--- src/rtl/sdac_pkg.sv ---
package sdac_pkg;
    localparam int FRAME_BITS  = 16;
    localparam int CODE_BITS   = 14;
    localparam int SYNC_STAGES = 2;
    localparam int CNT_W       = $clog2(FRAME_BITS + 1);

    typedef enum logic [1:0] {
        ST_IDLE   = 2'd0,
        ST_SHIFT  = 2'd1,
        ST_COMMIT = 2'd2,
        ST_ABORT  = 2'd3
    } ctrl_state_t;
endpackage

--- src/rtl/sdac_sync.sv ---
module sdac_sync #(
    parameter int WIDTH  = 1,
    parameter int STAGES = 2,
    parameter logic [WIDTH-1:0] INIT = '0
) (
    input  logic             clk,
    input  logic             rst_n,
    input  logic [WIDTH-1:0] async_in,
    output logic [WIDTH-1:0] sync_out
);
    logic [WIDTH-1:0] stage_q [STAGES];

    generate
        for (genvar s = 0; s < STAGES; s++) begin : g_stage
            if (s == 0) begin : g_first
                always_ff @(posedge clk or negedge rst_n) begin
                    if (!rst_n) stage_q[0] <= INIT;
                    else        stage_q[0] <= async_in;
                end
            end else begin : g_next
                always_ff @(posedge clk or negedge rst_n) begin
                    if (!rst_n) stage_q[s] <= INIT;
                    else        stage_q[s] <= stage_q[s-1];
                end
            end
        end
    endgenerate

    assign sync_out = stage_q[STAGES-1];
endmodule

--- src/rtl/sdac_edge.sv ---
module sdac_edge #(
    parameter logic INIT = 1'b0
) (
    input  logic clk,
    input  logic rst_n,
    input  logic level,
    output logic rise,
    output logic fall
);
    logic prev_q;

    always_ff @(posedge clk or negedge rst_n) begin
        if (!rst_n) prev_q <= INIT;
        else        prev_q <= level;
    end

    assign rise = level & ~prev_q;
    assign fall = ~level & prev_q;
endmodule

--- src/rtl/sdac_shift.sv ---
module sdac_shift
    import sdac_pkg::*;
(
    input  logic                 clk,
    input  logic                 rst_n,
    input  logic                 clear,
    input  logic                 shift_en,
    input  logic                 bit_in,
    output logic [CODE_BITS-1:0] code,
    output logic                 full
);
    logic [CODE_BITS-1:0] sr_q;
    logic [CNT_W-1:0]     cnt_q;

    always_ff @(posedge clk or negedge rst_n) begin
        if (!rst_n) begin
            sr_q  <= '0;
            cnt_q <= '0;
        end else if (clear) begin
            sr_q  <= '0;
            cnt_q <= '0;
        end else if (shift_en) begin
            sr_q <= {sr_q[CODE_BITS-2:0], bit_in};
            if (cnt_q != CNT_W'(FRAME_BITS))
                cnt_q <= cnt_q + 1'b1;
        end
    end

    assign code = sr_q;
    assign full = (cnt_q == CNT_W'(FRAME_BITS));
endmodule

--- src/rtl/sdac_ctrl.sv ---
module sdac_ctrl
    import sdac_pkg::*;
(
    input  logic                 clk,
    input  logic                 rst_n,
    input  logic                 sel_lvl,
    input  logic                 sclk_rise,
    input  logic                 frame_full,
    input  logic [CODE_BITS-1:0] shift_code,
    output logic                 shift_clear,
    output logic                 shift_en,
    output logic [CODE_BITS-1:0] hold_q,
    output logic                 load_q,
    output logic                 short_q
);
    ctrl_state_t state_q, state_d;

    always_comb begin
        state_d = state_q;
        unique case (state_q)
            ST_IDLE:   if (!sel_lvl) state_d = ST_SHIFT;
            ST_SHIFT:  if (sel_lvl)  state_d = frame_full ? ST_COMMIT : ST_ABORT;
            ST_COMMIT: state_d = ST_IDLE;
            ST_ABORT:  state_d = ST_IDLE;
            default:   state_d = ST_IDLE;
        endcase
    end

    always_ff @(posedge clk or negedge rst_n) begin
        if (!rst_n) state_q <= ST_IDLE;
        else        state_q <= state_d;
    end

    assign shift_clear = (state_q != ST_SHIFT);
    assign shift_en    = (state_q == ST_SHIFT) && sclk_rise && !sel_lvl;

    always_ff @(posedge clk or negedge rst_n) begin
        if (!rst_n) begin
            hold_q  <= '0;
            load_q  <= 1'b0;
            short_q <= 1'b0;
        end else begin
            load_q <= 1'b0;
            unique case (state_q)
                ST_COMMIT: begin
                    hold_q  <= shift_code;
                    load_q  <= 1'b1;
                    short_q <= 1'b0;
                end
                ST_ABORT:  short_q <= 1'b1;
                default:   ;
            endcase
        end
    end
endmodule

--- src/rtl/sdac_frontend.sv ---
module sdac_frontend
    import sdac_pkg::*;
(
    input  logic                 clk,
    input  logic                 rst_n,
    input  logic                 sel_n,
    input  logic                 ser_clk,
    input  logic                 ser_data,
    output logic [CODE_BITS-1:0] dac_word,
    output logic                 word_load,
    output logic                 frame_short
);
    logic [2:0]           pins_s;
    logic                 sel_s, sclk_s, data_s;
    logic                 sclk_rise, sclk_fall;
    logic                 sh_clear, sh_en, sh_full;
    logic [CODE_BITS-1:0] sh_code;

    sdac_sync #(.WIDTH(3), .STAGES(SYNC_STAGES), .INIT(3'b100)) u_sync (
        .clk(clk), .rst_n(rst_n),
        .async_in({sel_n, ser_clk, ser_data}),
        .sync_out(pins_s)
    );

    assign sel_s  = pins_s[2];
    assign sclk_s = pins_s[1];
    assign data_s = pins_s[0];

    sdac_edge #(.INIT(1'b0)) u_sclk_edge (
        .clk(clk), .rst_n(rst_n), .level(sclk_s),
        .rise(sclk_rise), .fall(sclk_fall)
    );

    sdac_shift u_shift (
        .clk(clk), .rst_n(rst_n), .clear(sh_clear), .shift_en(sh_en),
        .bit_in(data_s), .code(sh_code), .full(sh_full)
    );

    sdac_ctrl u_ctrl (
        .clk(clk), .rst_n(rst_n), .sel_lvl(sel_s), .sclk_rise(sclk_rise),
        .frame_full(sh_full), .shift_code(sh_code),
        .shift_clear(sh_clear), .shift_en(sh_en),
        .hold_q(dac_word), .load_q(word_load), .short_q(frame_short)
    );

    logic unused_fall;
    assign unused_fall = sclk_fall;
endmodule

--- config.mk ---
export PLATFORM = sky130hd
export DESIGN_NAME = sdac_frontend
export DESIGN_NICKNAME = d
export VERILOG_FILES = /design/src/rtl/sdac_pkg.sv /design/src/rtl/sdac_sync.sv /design/src/rtl/sdac_edge.sv /design/src/rtl/sdac_shift.sv /design/src/rtl/sdac_ctrl.sv /design/src/rtl/sdac_frontend.sv
export SDC_FILE = /design/constraint.sdc
export NUM_CORES = 1
export LEC_CHECK = 0
export BUFFER_PORTS_ARGS = -buffer_cell sky130_fd_sc_hd__buf_2
export CAP_MARGIN = 40
export CORE_UTILIZATION = 35
export DETAILED_ROUTE_END_ITERATION = 8
export PLACE_DENSITY = 0.63
export RECOVER_POWER = 25
export REMOVE_ABC_BUFFERS = 1
export SLEW_MARGIN = 10
export SYNTH_ARGS = -nofsm -noshare
export SYNTH_HDL_FRONTEND = slang
export SYNTH_HIERARCHICAL = 1
export SYNTH_SLANG_ARGS = --single-unit
--- constraint.sdc ---
create_clock -name clk -period 3.22 [get_ports clk]
set_input_delay 0.805 -clock clk [delete_from_list [all_inputs] [get_ports clk]]
set_output_delay 0.805 -clock clk [all_outputs]
set_load 0.02 [all_outputs]
Word-level counts from Yosys, hierarchy flattened. Index checks and enable logic that the tools add are counted.

Add/sub/neg operators: 1. Equal/unequal tests: 8. Multiplexer cells: 11. Bitwise logic cells: 2. Reductions and logical operators: 10.

Operators by type and width (number): 14-bit two-way mux (2); 5-bit two-way mux (3); 2-bit one-hot mux with 3 select lines (1); 2-bit nonzero test (3); 5-bit by 1-bit adder with 5-bit output, second input constant (1); 5-bit equality test, second input constant (1); 5-bit inequality test, second input constant (1); 2-bit equality test, second input constant (2); 2-bit two-way mux (2); 2-bit inequality test, second input constant (2); 2-bit AND reduction (2); 2-bit by 1-bit equality test with 1-bit output, second input constant (1); 1-bit logical AND (2); 2-bit logical NOT (1); 1-bit two-way mux (2); 2-bit by 1-bit inequality test with 1-bit output, second input constant (1); 1-bit one-hot mux with 2 select lines (1); 2-bit OR reduction (1); 1-bit AND (1); 1-bit logical NOT (1); 1-bit inverter (1).

Register bits: 44. Bits of input ports: 5. Output and inout port bits: 16.

Longest topological paths before layout. Gate-level depths: netlist (run 1).

Depth in word-level cells: 6. Mapped depth: 7.

By module. Netlist (run 1), hierarchy kept.

By module, submodules not included: sdac_shift (times used 1, cells an instance 73, area an instance 844.6 µm², seq. area each 475.5 µm²); sdac_ctrl (times used 1, cells an instance 42, area an instance 734.5 µm², seq. area each 450.4 µm²); sdac_sync (times used 1, cells an instance 9, area an instance 175.2 µm², seq. area each 152.6 µm²); sdac_edge (times used 1, cells an instance 3, area an instance 40.0 µm², seq. area each 25.0 µm²).

Worst setup path after synthesis (run 1). OpenSTA, ideal clock, no wires.

Path kind: register to register. Start point: register u_ctrl.state_q[0]. End point: register u_shift.cnt_q[0]. Arrival time: 1.627 ns. Required time: 3.095 ns. Setup slack: 1.468 ns. Cell stages (with the launch flop): 6. Cell sequence: dfrtp_1 or2b_2 nor3b_1 buf_2 nor2b_2 mux2_2.

Elaborated cells between the ends (all ways): 8.

RTL lines: start: declaration (RTL line sdac_ctrl.sv:16) `ctrl_state_t state_q, state_d;`; start signal: assignment (RTL line sdac_ctrl.sv:31) `else state_q <= state_d;`; 2-bit by 1-bit inequality test with 1-bit output * (RTL line sdac_ctrl.sv:34) `assign shift_clear = (state_q != ST_SHIFT);`; via sh_clear (RTL line sdac_frontend.sv:16) `logic sh_clear, sh_en, sh_full;`; 2-bit nonzero test (no line); 2-bit AND reduction (no line); end signal: assignment (RTL line sdac_shift.sv:25) `cnt_q <= cnt_q + 1'b1;`; end: declaration (RTL line sdac_shift.sv:13) `logic [CNT_W-1:0] cnt_q;`.

The timed path passes the listed nets; every way through them passes the cells marked *. A chain may end at the register's enable or synchronous reset.

Final worst setup path (run 1). Same ends and word-level chain as after synthesis.

==> metrics.md, run 1 <==
| Metric | Value |
|---|---|
| RSZ-0062 raised after global routing | `no` |
| Crit-path cells | `or2b_2 > nor3b_2 > buf_4 > nor2b_2 > mux2_2` |
| CP delay by family, top | `simple AND/OR/NAND/NOR gates` |
| First DRT Iteration DRCs | `between 40 and 50` |
| Crit path time final | `roughly 2.1 ns` |
| Power density cells | `roughly 550 nW/µm²` |
| Area occupied by multi-input gates | `approximately 600 µm²` |
| Final Hold Fails | `0` |
| Outcome | `finished, final reports clean` |
| Via Count | `941` |
| DRC viols | `0` |
| Largest net degree at the start of global routing | `25` |
| Die Area | `roughly 5400 µm²` |
| Hold-fix buffers, CTS | `0` |
| Htree depth | `2` |
| # diodes | `0` |
| Worst slew pin tran | `between 1 and 1.5 ns` |
| Slew headroom | `20.3%` |
| Psw | `279 µW` |
| First-pass GRT wire length | `around 4600 µm` |
| Vias in the first global route | `just under 1000` |
| Gate power share | `approximately a tenth` |
| Critical Path AT | `approximately 2.3 ns` |
| Share of cells above drive strength 1 | `35.4%` |
| Ys Warns | `6` |
| Startpoint Class | `flip-flop` |
| Total Nets Final | `around 150` |
| Largest stage delay, worst path | `0.49 ns` |
| CP max FO | `23` |
| Max-cap violations | `0` |
| Post-CTS Setup Bufs | `0` |
| DR vias/cell | `4.40` |
| Max-slew violations | `0` |
| # IOs | `21` |
| Total grt overflow | `0` |
| TritonCTS clock tree | `done` |
| Final HPWL DP | `1770 µm` |
| Gpl congestion | `0.694` |
| Syn_area_per_cell | `about 14 µm²` |
| Worst Skew | `0.00342 ns` |
| Flop pwr share | `a little over half` |
| Worst Hold Class | `reg2reg` |
| Maximum vdd drop | `0.372 mV` |
| FP Rows | `25` |
| Worst Setup SP | `u_ctrl/state_q[0]$_DFFE_PN0P_` |
| Port-buffer cells | `20` |
| Drt wl/cell | `~13 µm` |
| Area delta synth->final | `14.7%` |
| TNS Setup | `0 ns` |
| Register clock-pin slew on the reported worst setup and hold paths | `~0.080 ns` |
| WL final | `2710 µm` |
| GR Util All Layers | `a little under an eighth` |
| Core outline area | `a little under 5000 µm²` |
| Register area | `~1100 µm²` |
| Mapped cell area | `1790 µm²` |
| Slowest-stage cell, CP | `or2b_2` |
| Pre-Repair DR Iteration Count | `4` |
| CP Capture Type | `flip-flop` |
| Post-cts resize count | `0` |
| Bufs and invs on worst path | `1` |
| ANT nets after route | `0` |
| Starting Density | `between 30 and 40%` |
| Number of fill cells in the layout | `roughly 470` |
| Worst Hold Slack | `~0.35 ns` |
| Final setup viols | `0` |
| FMAX | `about 470 MHz` |
| Cell Int Power | `850 µW` |
| Synth Instances | `between 100 and 150` |
| Most frequent cells in the layout | `dfrtp_1 (42), buf_2 (19), nor2_1 (19)` |
| Clock Latency Late Sink | `0.30 ns` |
| Worst Path Class, Setup | `reg2reg` |
| CTS root buf | `clkbuf_8` |
| CP Data Required Time | `roughly 3.4 ns` |
| DIE HEIGHT | `approximately 73 µm` |
| CTS sink count | `44` |
| Total CTS buffers | `5` |
| Commonest non-fill, non-tap cell in the layout | `dfrtp_1` |
| Max Root-Sink Buffers | `2` |
| Antenna violations before repair | `0` |
| R2R Path Start | `u_ctrl/state_q[0]$_DFFE_PN0P_` |
| Sw frac | `between 20% and 30%` |
| Die Wd | `73.4 µm` |
| Clock network power share | `between 30% and 40%` |
| Fraction of the cycle the final worst path needs | `between 60 and 70%` |
| Pleak | `slightly below 0.001 µW` |
| Min-delay src | `u_sync/stage_q[3]$_DFF_PN0_` |
worst register-to-register path, delay by kind of cell, from the launching register on:
kind          cells  cell delay (ns)
buf+inv           1             0.30
mux               1             0.34
simple gates      3             0.97
flops             1             0.43
final cells by class:
cell class / count / area share [%]
clock buffer: 5 / 3.36
clock inverter: 3 / 2.26
inverter: 3 / 0.550
multi-input combinational: 70 / 29.3
sequential: 44 / 53.9
tap: 67 / 4.09
timing repair buffer: 22 / 6.54
routing by layer:
layer  track usage [%]  routed length (µm)  up-vias
met5                 0                   0        -
met3              3.29                 106        7
met1              16.1                1310      460
met2              16.5                1240       18
met4              6.62                  63        0
li1                  -                   -      456
power groups by stage:
stage | clock [µW] | combinational, µW | sequential (µW)
2_1_floorplan | 0 | 63.8 | 607
4_1_cts | 442 | 117 | 587
3_3_place_gp | 0 | 110 | 597
6_report | 428 | 114 | 587
5_1_grt | 458 | 125 | 590
3_5_place_dp | 0 | 116 | 598
final timing paths:
check	endpoint	slack, ns	depth (start not counted)
max	u_shift/cnt_q[0]$_DFFE_PN0P_	1.08	5
max in group asynchronous	u_ctrl/state_q[0]$_DFFE_PN0P_	1.79	1
min	u_sync/sync_out[0]$_DFF_PN0_	0.35	0
min in group asynchronous	u_ctrl/hold_q[3]$_DFFE_PN0P_	0.72	1
max reg2reg	u_shift/cnt_q[0]$_DFFE_PN0P_	1.08	5
min reg2reg	u_sync/sync_out[0]$_DFF_PN0_	0.35	0
through the flow:
step / utilization [%] / area [µm²] / instances / total power [µW] / setup WS (ns)
2_1_floorplan: - / 1710 / 117 / 671 / -0.268
3_3_place_gp: 39.6 / 1910 / 205 / 706 / 1.18
3_5_place_dp: 40.2 / 1930 / 206 / 714 / 1.07
4_1_cts: 42.5 / 2050 / 214 / 1150 / 1.05
5_1_grt: 42.5 / 2050 / 214 / 1170 / 0.956
6_report: 42.5 / 2050 / 214 / 1130 / 1.08
state kept, by name, summed over array words and instances (netlist names):
name,count
u_ctrl/hold_q,14
u_ctrl/load_q,1
u_ctrl/short_q,1
u_ctrl/state_q,2
u_sclk_edge/prev_q,1
u_shift/cnt_q,5
u_shift/code,14
u_sync/stage_q,3
u_sync/sync_out,3
No activity file was read; power rests on OpenSTA's default activity.
==> inputs of run 2 (changes only) <==
--- a/config.mk
+++ b/config.mk
@@ -5,6 +5,7 @@
 export SDC_FILE = /design/constraint.sdc
 export NUM_CORES = 1
 export LEC_CHECK = 0
+export ABC_AREA = 1
 export BUFFER_PORTS_ARGS = -buffer_cell sky130_fd_sc_hd__buf_2
 export CAP_MARGIN = 40
 export CORE_UTILIZATION = 35
==> constraint.sdc (replaced) <==
create_clock -name clk -period 2.2 [get_ports clk]
set_input_delay 0.55 -clock clk [delete_from_list [all_inputs] [get_ports clk]]
set_output_delay 0.55 -clock clk [all_outputs]
set_load 0.02 [all_outputs]
==> metrics.md, run 2 <==
| Metric | Value |
|---|---|
| CP max FO | `13 (was 23)` |
| CP delay by family, top | `simple AND/OR/NAND/NOR gates (unchanged)` |
| Largest net degree at the start of global routing | `45 (was 25)` |
| Slowest-stage cell, CP | `dfrtp_1 (was or2b_2)` |
| TritonCTS clock tree | `done (unchanged)` |
| Post-CTS Setup Bufs | `0 (unchanged)` |
| Power density cells | `854 nW/µm² (was 551 nW/µm²)` |
| Core outline area | `4820 µm² (unchanged)` |
| Filler-free cell count of the finished design | `268 (was 214)` |
| First DRT Iteration DRCs | `105 (was 47)` |
| Total CTS buffers | `5 (unchanged)` |
| Fraction of the cycle the final worst path needs | `70.8% (was 66.5%)` |
| Largest stage delay, worst path | `0.38 ns (was 0.49 ns)` |
| Max Root-Sink Buffers | `2 (unchanged)` |
| CP Capture Type | `flip-flop (unchanged)` |
| Max-cap violations | `0 (unchanged)` |
| Total Nets Final | `208 (was 153)` |
| WL final | `2770 µm (was 2710 µm)` |
| Max-slew violations | `0 (unchanged)` |
| FP Rows | `25 (unchanged)` |
| Area delta synth->final | `10.7% (was 14.7%)` |
| Final Hold Fails | `0 (unchanged)` |
| Drt wl/cell | `10.3 µm (was 12.7 µm)` |
| Ys Warns | `6 (unchanged)` |
| Reg2Reg Depth | `8 (was 5)` |
| Htree depth | `2 (unchanged)` |
| Die Wd | `73.4 µm (about the same)` |
| First-pass GRT wire length | `4870 µm (was 4600 µm)` |
| Hold-fix buffers, CTS | `0 (unchanged)` |
| Total grt overflow | `0 (unchanged)` |
| Pre-Repair DR Iteration Count | `4 (unchanged)` |
| # IOs | `21 (unchanged)` |
| FMAX | `642 MHz (was 467 MHz)` |
| Crit path capture | `u_shift/cnt_q[1]$_DFFE_PN0P_ (was u_shift/cnt_q[0]$_DFFE_PN0P_)` |
| Outcome | `finished, final reports clean (unchanged)` |
| Clock Latency Late Sink | `0.30 ns (about the same)` |
| Syn_area_per_cell | `9.79 µm² (was 14.2 µm²)` |
| Post-cts resize count | `0 (unchanged)` |
| # diodes | `0 (unchanged)` |
| ANT nets after route | `0 (unchanged)` |
| TNS Setup | `0 ns (unchanged)` |
| Via Count | `1177 (was 941)` |
| Most frequent cells in the layout | `nand2_1 (47), dfrtp_1 (42), inv_1 (25) (was dfrtp_1 (42), buf_2 (19), nor2_1 (19))` |
| Worst slew pin tran | `1.04 ns (was 1.20 ns)` |
| DP Cell Count | `261 (was 206)` |
| Critical Path AT | `1.74 ns (was 2.33 ns)` |
| Antenna violations before repair | `0 (unchanged)` |
| Crit path time final | `1.56 ns (was 2.14 ns)` |
| Startpoint Class | `flip-flop (unchanged)` |
| Worst Hold Class | `in2reg (was reg2reg)` |
| DR vias/cell | `4.39 (was 4.40)` |
| RR Endpoint | `u_shift/cnt_q[1]$_DFFE_PN0P_ (was u_shift/cnt_q[0]$_DFFE_PN0P_)` |
| Fin worst setup slack | `0.642 ns (was 1.08 ns)` |
| Slew headroom | `30.8% (was 20.3%)` |
| DRC viols | `0 (unchanged)` |
| Final HPWL DP | `1820 µm (was 1770 µm)` |
| Starting Density | `37.0% (was 37.1%)` |
| Maximum vdd drop | `0.383 mV (was 0.372 mV)` |
| R2R Path Start | `u_ctrl/state_q[1]$_DFFE_PN0P_ (was u_ctrl/state_q[0]$_DFFE_PN0P_)` |
| Worst path depth | `8 (was 5)` |
| CTS root buf | `clkbuf_8 (unchanged)` |
| RSZ-0062 raised after global routing | `no (unchanged)` |
| Vias in the first global route | `1105 (was 963)` |
| Final setup viols | `0 (unchanged)` |
| Gpl congestion | `0.730 (was 0.694)` |
| Worst Path Class, Setup | `reg2reg (unchanged)` |
| Worst Skew | `0.00388 ns (was 0.00342 ns)` |
| Bufs and invs on worst path | `2 (was 1)` |
| CTS sink count | `44 (unchanged)` |
| Worst Hold Slack | `0.350 ns (was 0.354 ns)` |
| Register clock-pin slew on the reported worst setup and hold paths | `0.08 ns (about the same)` |
| CP Data Required Time | `2.39 ns (was 3.41 ns)` |
| Share of cells above drive strength 1 | `18.4% (was 35.4%)` |
| Commonest non-fill, non-tap cell in the layout | `nand2_1 (was dfrtp_1)` |
| Placement Setup Slack | `0.641 ns (was 1.07 ns)` |
| Crit-path cells | `inv_1 > nand2_1 > nor2_1 > inv_1 > nand2_2 > nand2_4 > nand2_1 > o21ai_1 (was or2b_2 > nor3b_2 > buf_4 > nor2b_2 > mux2_2)` |
| Port-buffer cells | `20 (unchanged)` |
| Synth Instances | `182 (was 126)` |
| Mapped cell area | `1780 µm² (was 1790 µm²)` |
| Worst Setup SP | `u_ctrl/state_q[1]$_DFFE_PN0P_ (was u_ctrl/state_q[0]$_DFFE_PN0P_)` |
| DIE HEIGHT | `73.4 µm (about the same)` |
| GR Util All Layers | `12.2% (was 11.7%)` |
| Pleak | `0.00104 µW (was 0.000978 µW)` |
| Reg2reg setup slack | `0.64 ns (was 1.08 ns)` |
| Die Area | `5380 µm² (was 5390 µm²)` |
==> run 2: routing by layer <==
| layer | wire length, µm | track usage [%] | vias to the layer above |
|---|---|---|---|
| met1 | 1360 | 15.5 | 544 |
| li1 | - | - | 607 |
| met5 | 0 | 0 | - |
| met4 | 28 | 5.77 | 0 |
| met2 | 1250 | 18.0 | 20 |
| met3 | 128 | 5.35 | 6 |
==> run 2: power by group <==
part | switching [µW] | internal (µW) | leakage [µW] | total, µW
clock network | 267 | 215 | 0.0000400 | 482
logic | 212 | 84.4 | 0.000419 | 296
registers | 46.6 | 862 | 0.000585 | 908
total | 525 | 1160 | 0.00104 | 1690
==> run 2: final cells by class <==
class,count,area [µm²]
fill,507,2840
sequential,44,1100
multi-input combinational,101,490
timing repair buffer,22,113
inverter,27,101
tap,67,83.8
clock buffer,5,68.8
clock inverter,2,12.5
==> run 2: worst min path at each step <==
stage | start | end | slack (ns) | cells past startpoint
2_1_floorplan | rst_n | u_ctrl/hold_q[0]$_DFFE_PN0P_ | 0.25 | 0
3_3_place_gp | u_sync/stage_q[4]$_DFF_PN0_ | u_sync/sync_out[1]$_DFF_PN0_ | 0.33 | 0
3_5_place_dp | u_sync/stage_q[4]$_DFF_PN0_ | u_sync/sync_out[1]$_DFF_PN0_ | 0.34 | 0
4_1_cts | rst_n | u_ctrl/hold_q[4]$_DFFE_PN0P_ | 0.32 | 2
5_1_grt | sel_n | u_sync/stage_q[5]$_DFF_PN1_ | 0.33 | 1
6_report | sel_n | u_sync/stage_q[5]$_DFF_PN1_ | 0.35 | 1
==> run 2: through the flow <==
step	utilization (%)	total power, µW	instance area (µm²)
6_report	41.0	1690	1970
3_5_place_dp	39.3	1230	1890
4_1_cts	41.0	1710	1980
5_1_grt	41.0	1790	1970
3_3_place_gp	39.3	1220	1890
2_1_floorplan	-	1130	1700
==> run 2: worst reg2reg max path: cells and delay by family, from the launching register on <==
| family | cells | cell delay [ns] |
|---|---|---|
| buf+inv | 2 | 0.20 |
| flops | 1 | 0.38 |
| simple gates | 5 | 0.83 |
| compound gates | 1 | 0.06 |
==> inputs of run 3 (changes only) <==
--- a/config.mk
+++ b/config.mk
@@ -5,7 +5,7 @@
 export SDC_FILE = /design/constraint.sdc
 export NUM_CORES = 1
 export LEC_CHECK = 0
-export ABC_AREA = 1
+export ABC_AREA = 0
 export BUFFER_PORTS_ARGS = -buffer_cell sky130_fd_sc_hd__buf_2
 export CAP_MARGIN = 40
 export CORE_UTILIZATION = 35
==> constraint.sdc (replaced) <==
create_clock -name clk -period 1.58 [get_ports clk]
set_input_delay 0.395 -clock clk [delete_from_list [all_inputs] [get_ports clk]]
set_output_delay 0.395 -clock clk [all_outputs]
set_load 0.02 [all_outputs]
==> metrics.md, run 3 (synthesized netlist as in run 1, its figures left out) <==
| Metric | Value |
|---|---|
| Worst slew pin tran | `0.608 ns (was 1.04 ns)` |
| Area delta synth->final | `19.4% (was 10.7%)` |
| CP max FO | `4 (was 13)` |
| WHS Endpoint | `u_sync/stage_q[5]$_DFF_PN1_ (unchanged)` |
| Via Count | `996 (was 1177)` |
| CTS sink count | `44 (unchanged)` |
| Antenna violations before repair | `0 (unchanged)` |
| Reg2Reg Depth | `6 (was 8)` |
| GR Util All Layers | `12.8% (was 12.2%)` |
| Power density cells | `1030 nW/µm² (was 854 nW/µm²)` |
| FP Rows | `25 (unchanged)` |
| Total CTS buffers | `5 (unchanged)` |
| Final Hold Fails | `0 (unchanged)` |
| Drt wl/cell | `13.0 µm (was 10.3 µm)` |
| Worst Skew | `0.0104 ns (was 0.00388 ns)` |
| Max Root-Sink Buffers | `2 (unchanged)` |
| Commonest non-fill, non-tap cell in the layout | `dfrtp_1 (was nand2_1)` |
| Final HPWL DP | `1900 µm (was 1820 µm)` |
| DRC viols | `0 (unchanged)` |
| # IOs | `21 (unchanged)` |
| Htree depth | `2 (unchanged)` |
| # diodes | `0 (unchanged)` |
| Startpoint Class | `flip-flop (unchanged)` |
| CP Capture Type | `flip-flop (unchanged)` |
| Slew headroom | `59.5% (was 30.8%)` |
| Most frequent cells in the layout | `dfrtp_1 (42), buf_2 (19), nor2_1 (19) (was nand2_1 (47), dfrtp_1 (42), inv_1 (25))` |
| Maximum vdd drop | `0.493 mV (was 0.383 mV)` |
| Clock Latency Late Sink | `0.30 ns (about the same)` |
| Worst Path Class, Setup | `reg2reg (unchanged)` |
| Min-delay src | `sel_n (unchanged)` |
| Die Area | `5390 µm² (was 5380 µm²)` |
| ANT nets after route | `0 (unchanged)` |
| Vias in the first global route | `1039 (was 1105)` |
| Fin util | `44.3% (was 41.0%)` |
| Fraction of the cycle the final worst path needs | `100% (was 70.8%)` |
| RR Endpoint | `u_shift/cnt_q[2]$_DFFE_PN0P_ (was u_shift/cnt_q[1]$_DFFE_PN0P_)` |
| DIE HEIGHT | `73.4 µm (about the same)` |
| WHS Path Cells | `1 (unchanged)` |
| Core outline area | `4820 µm² (unchanged)` |
| Outcome | `finished with violations (was finished, final reports clean)` |
| Total grt overflow | `0 (unchanged)` |
| Largest net degree at the start of global routing | `23 (was 45)` |
| CTS root buf | `clkbuf_8 (unchanged)` |
| TritonCTS clock tree | `done (unchanged)` |
| Crit path time final | `1.58 ns (was 1.56 ns)` |
| Gpl congestion | `0.704 (was 0.730)` |
| Critical Path AT | `1.81 ns (was 1.74 ns)` |
| Worst Hold Class | `in2reg (unchanged)` |
| Placement Setup Slack | `-0.0447 ns (was 0.641 ns)` |
| Share of cells above drive strength 1 | `39.0% (was 18.4%)` |
| Max-slew violations | `0 (unchanged)` |
| CP Data Required Time | `1.81 ns (was 2.39 ns)` |
| Pre-Repair DR Iteration Count | `4 (unchanged)` |
| Fin worst setup slack | `-0.00424 ns (was 0.642 ns)` |
| First-pass GRT wire length | `4950 µm (was 4870 µm)` |
| First DRT Iteration DRCs | `47 (was 105)` |
| FMAX | `631 MHz (was 642 MHz)` |
| Failing checks | `setup timing` |
| Max-cap violations | `0 (unchanged)` |
| Final setup viols | `1 (was 0)` |
| Port-buffer cells | `20 (unchanged)` |
| R2R Path Start | `u_ctrl/state_q[1]$_DFFE_PN0P_ (unchanged)` |
| Total Nets Final | `165 (was 208)` |
| RSZ-0062 raised after global routing | `yes (was no)` |
| Starting Density | `37.1% (was 37.0%)` |
| Reg2reg setup slack | `-0.004 ns (was 0.64 ns)` |
| DR vias/cell | `4.41 (was 4.39)` |
| WL final | `2930 µm (was 2770 µm)` |
| Pleak | `0.00103 µW (was 0.00104 µW)` |
| Register clock-pin slew on the reported worst setup and hold paths | `0.08 ns (about the same)` |
| Die Wd | `73.4 µm (about the same)` |
## run 3: changes by cell type in the layout (fill, tap and decap cells not counted), moves of 6 or more
cell	previous run	this run
nor2_1	7	19
mux2_2	0	6
mux2i_1	0	15
o22ai_1	10	0
nand3_1	19	0
nand2_1	47	2
inv_1	25	3
buf_4	1	8
mux2_4	0	10
## run 3: per-stage QoR
stage	std cells	power [µW]	setup TNS (ns)	hold WS [ns]	cell area, µm²
detailed placement	213	1500	-0.381	0.292	1990
finish	226	2190	-0.00424	0.191	2130
floorplan	117	1370	-29.52	0.0994	1710
CTS	222	2220	0	0.179	2100
global route	226	2290	-0.935	0.175	2130
global placement	213	1490	-0.103	0.287	1990
## run 3: how the worst max path moves through the flow
stage,cells after the start,start,to
2_1_floorplan,4,u_ctrl/state_q[0]$_DFFE_PN0P_,u_shift/cnt_q[0]$_DFFE_PN0P_
3_3_place_gp,4,u_ctrl/state_q[1]$_DFFE_PN0P_,u_shift/cnt_q[0]$_DFFE_PN0P_
3_5_place_dp,5,u_ctrl/state_q[1]$_DFFE_PN0P_,u_shift/code[10]$_DFFE_PN0P_
4_1_cts,4,u_ctrl/state_q[1]$_DFFE_PN0P_,u_shift/cnt_q[0]$_DFFE_PN0P_
5_1_grt,7,u_ctrl/state_q[1]$_DFFE_PN0P_,u_shift/cnt_q[3]$_DFFE_PN0P_
6_report,6,u_ctrl/state_q[1]$_DFFE_PN0P_,u_shift/cnt_q[2]$_DFFE_PN0P_
## run 3: final cells by class
type | instances | area, µm²
Tap cell | 67 | 83.8
Inverter | 3 | 11.3
Clock inverter | 2 | 12.5
Sequential cell | 44 | 1100
Fill cell | 471 | 2690
Timing Repair Buffer | 34 | 230
Multi-Input combinational cell | 70 | 618
Clock buffer | 6 | 72.6
## run 3: layer usage
metal | vias to the layer above | wire [µm] | global-route usage [%]
met5 | - | 0 | 0
met1 | 490 | 1340 | 16.1
met3 | 6 | 143 | 4.39
met2 | 21 | 1380 | 19.2
met4 | 0 | 71 | 7.69
li1 | 479 | - | -
## run 3: timing repair
action	4_1_cts	5_1_grt
setup buffers	0	3
endpoints found under the hold margin	9	0
pin swaps	1	1
gates cloned	0	1
endpoints found under the setup margin	14	17
hold buffers	1	0
resized for setup	4	5
## run 3: critical path, stage by stage (launching register included)
cell and delay [ns]:
dfrtp_1 0.39, or2b_4 0.27, nor3b_4 0.22, buf_6 0.15, nand2_1 0.06, or3_1 0.30
a21oi_1 0.12
## run 3: power breakdown
| group | switching, µW | internal [µW] | leakage (µW) | total [µW] |
|---|---|---|---|---|
| Clock | 378 | 309 | 0.0000412 | 688 |
| Sequential | 20.8 | 1170 | 0.000589 | 1190 |
| Combinational | 171 | 138 | 0.000399 | 309 |
| Total | 570 | 1620 | 0.00103 | 2190 |
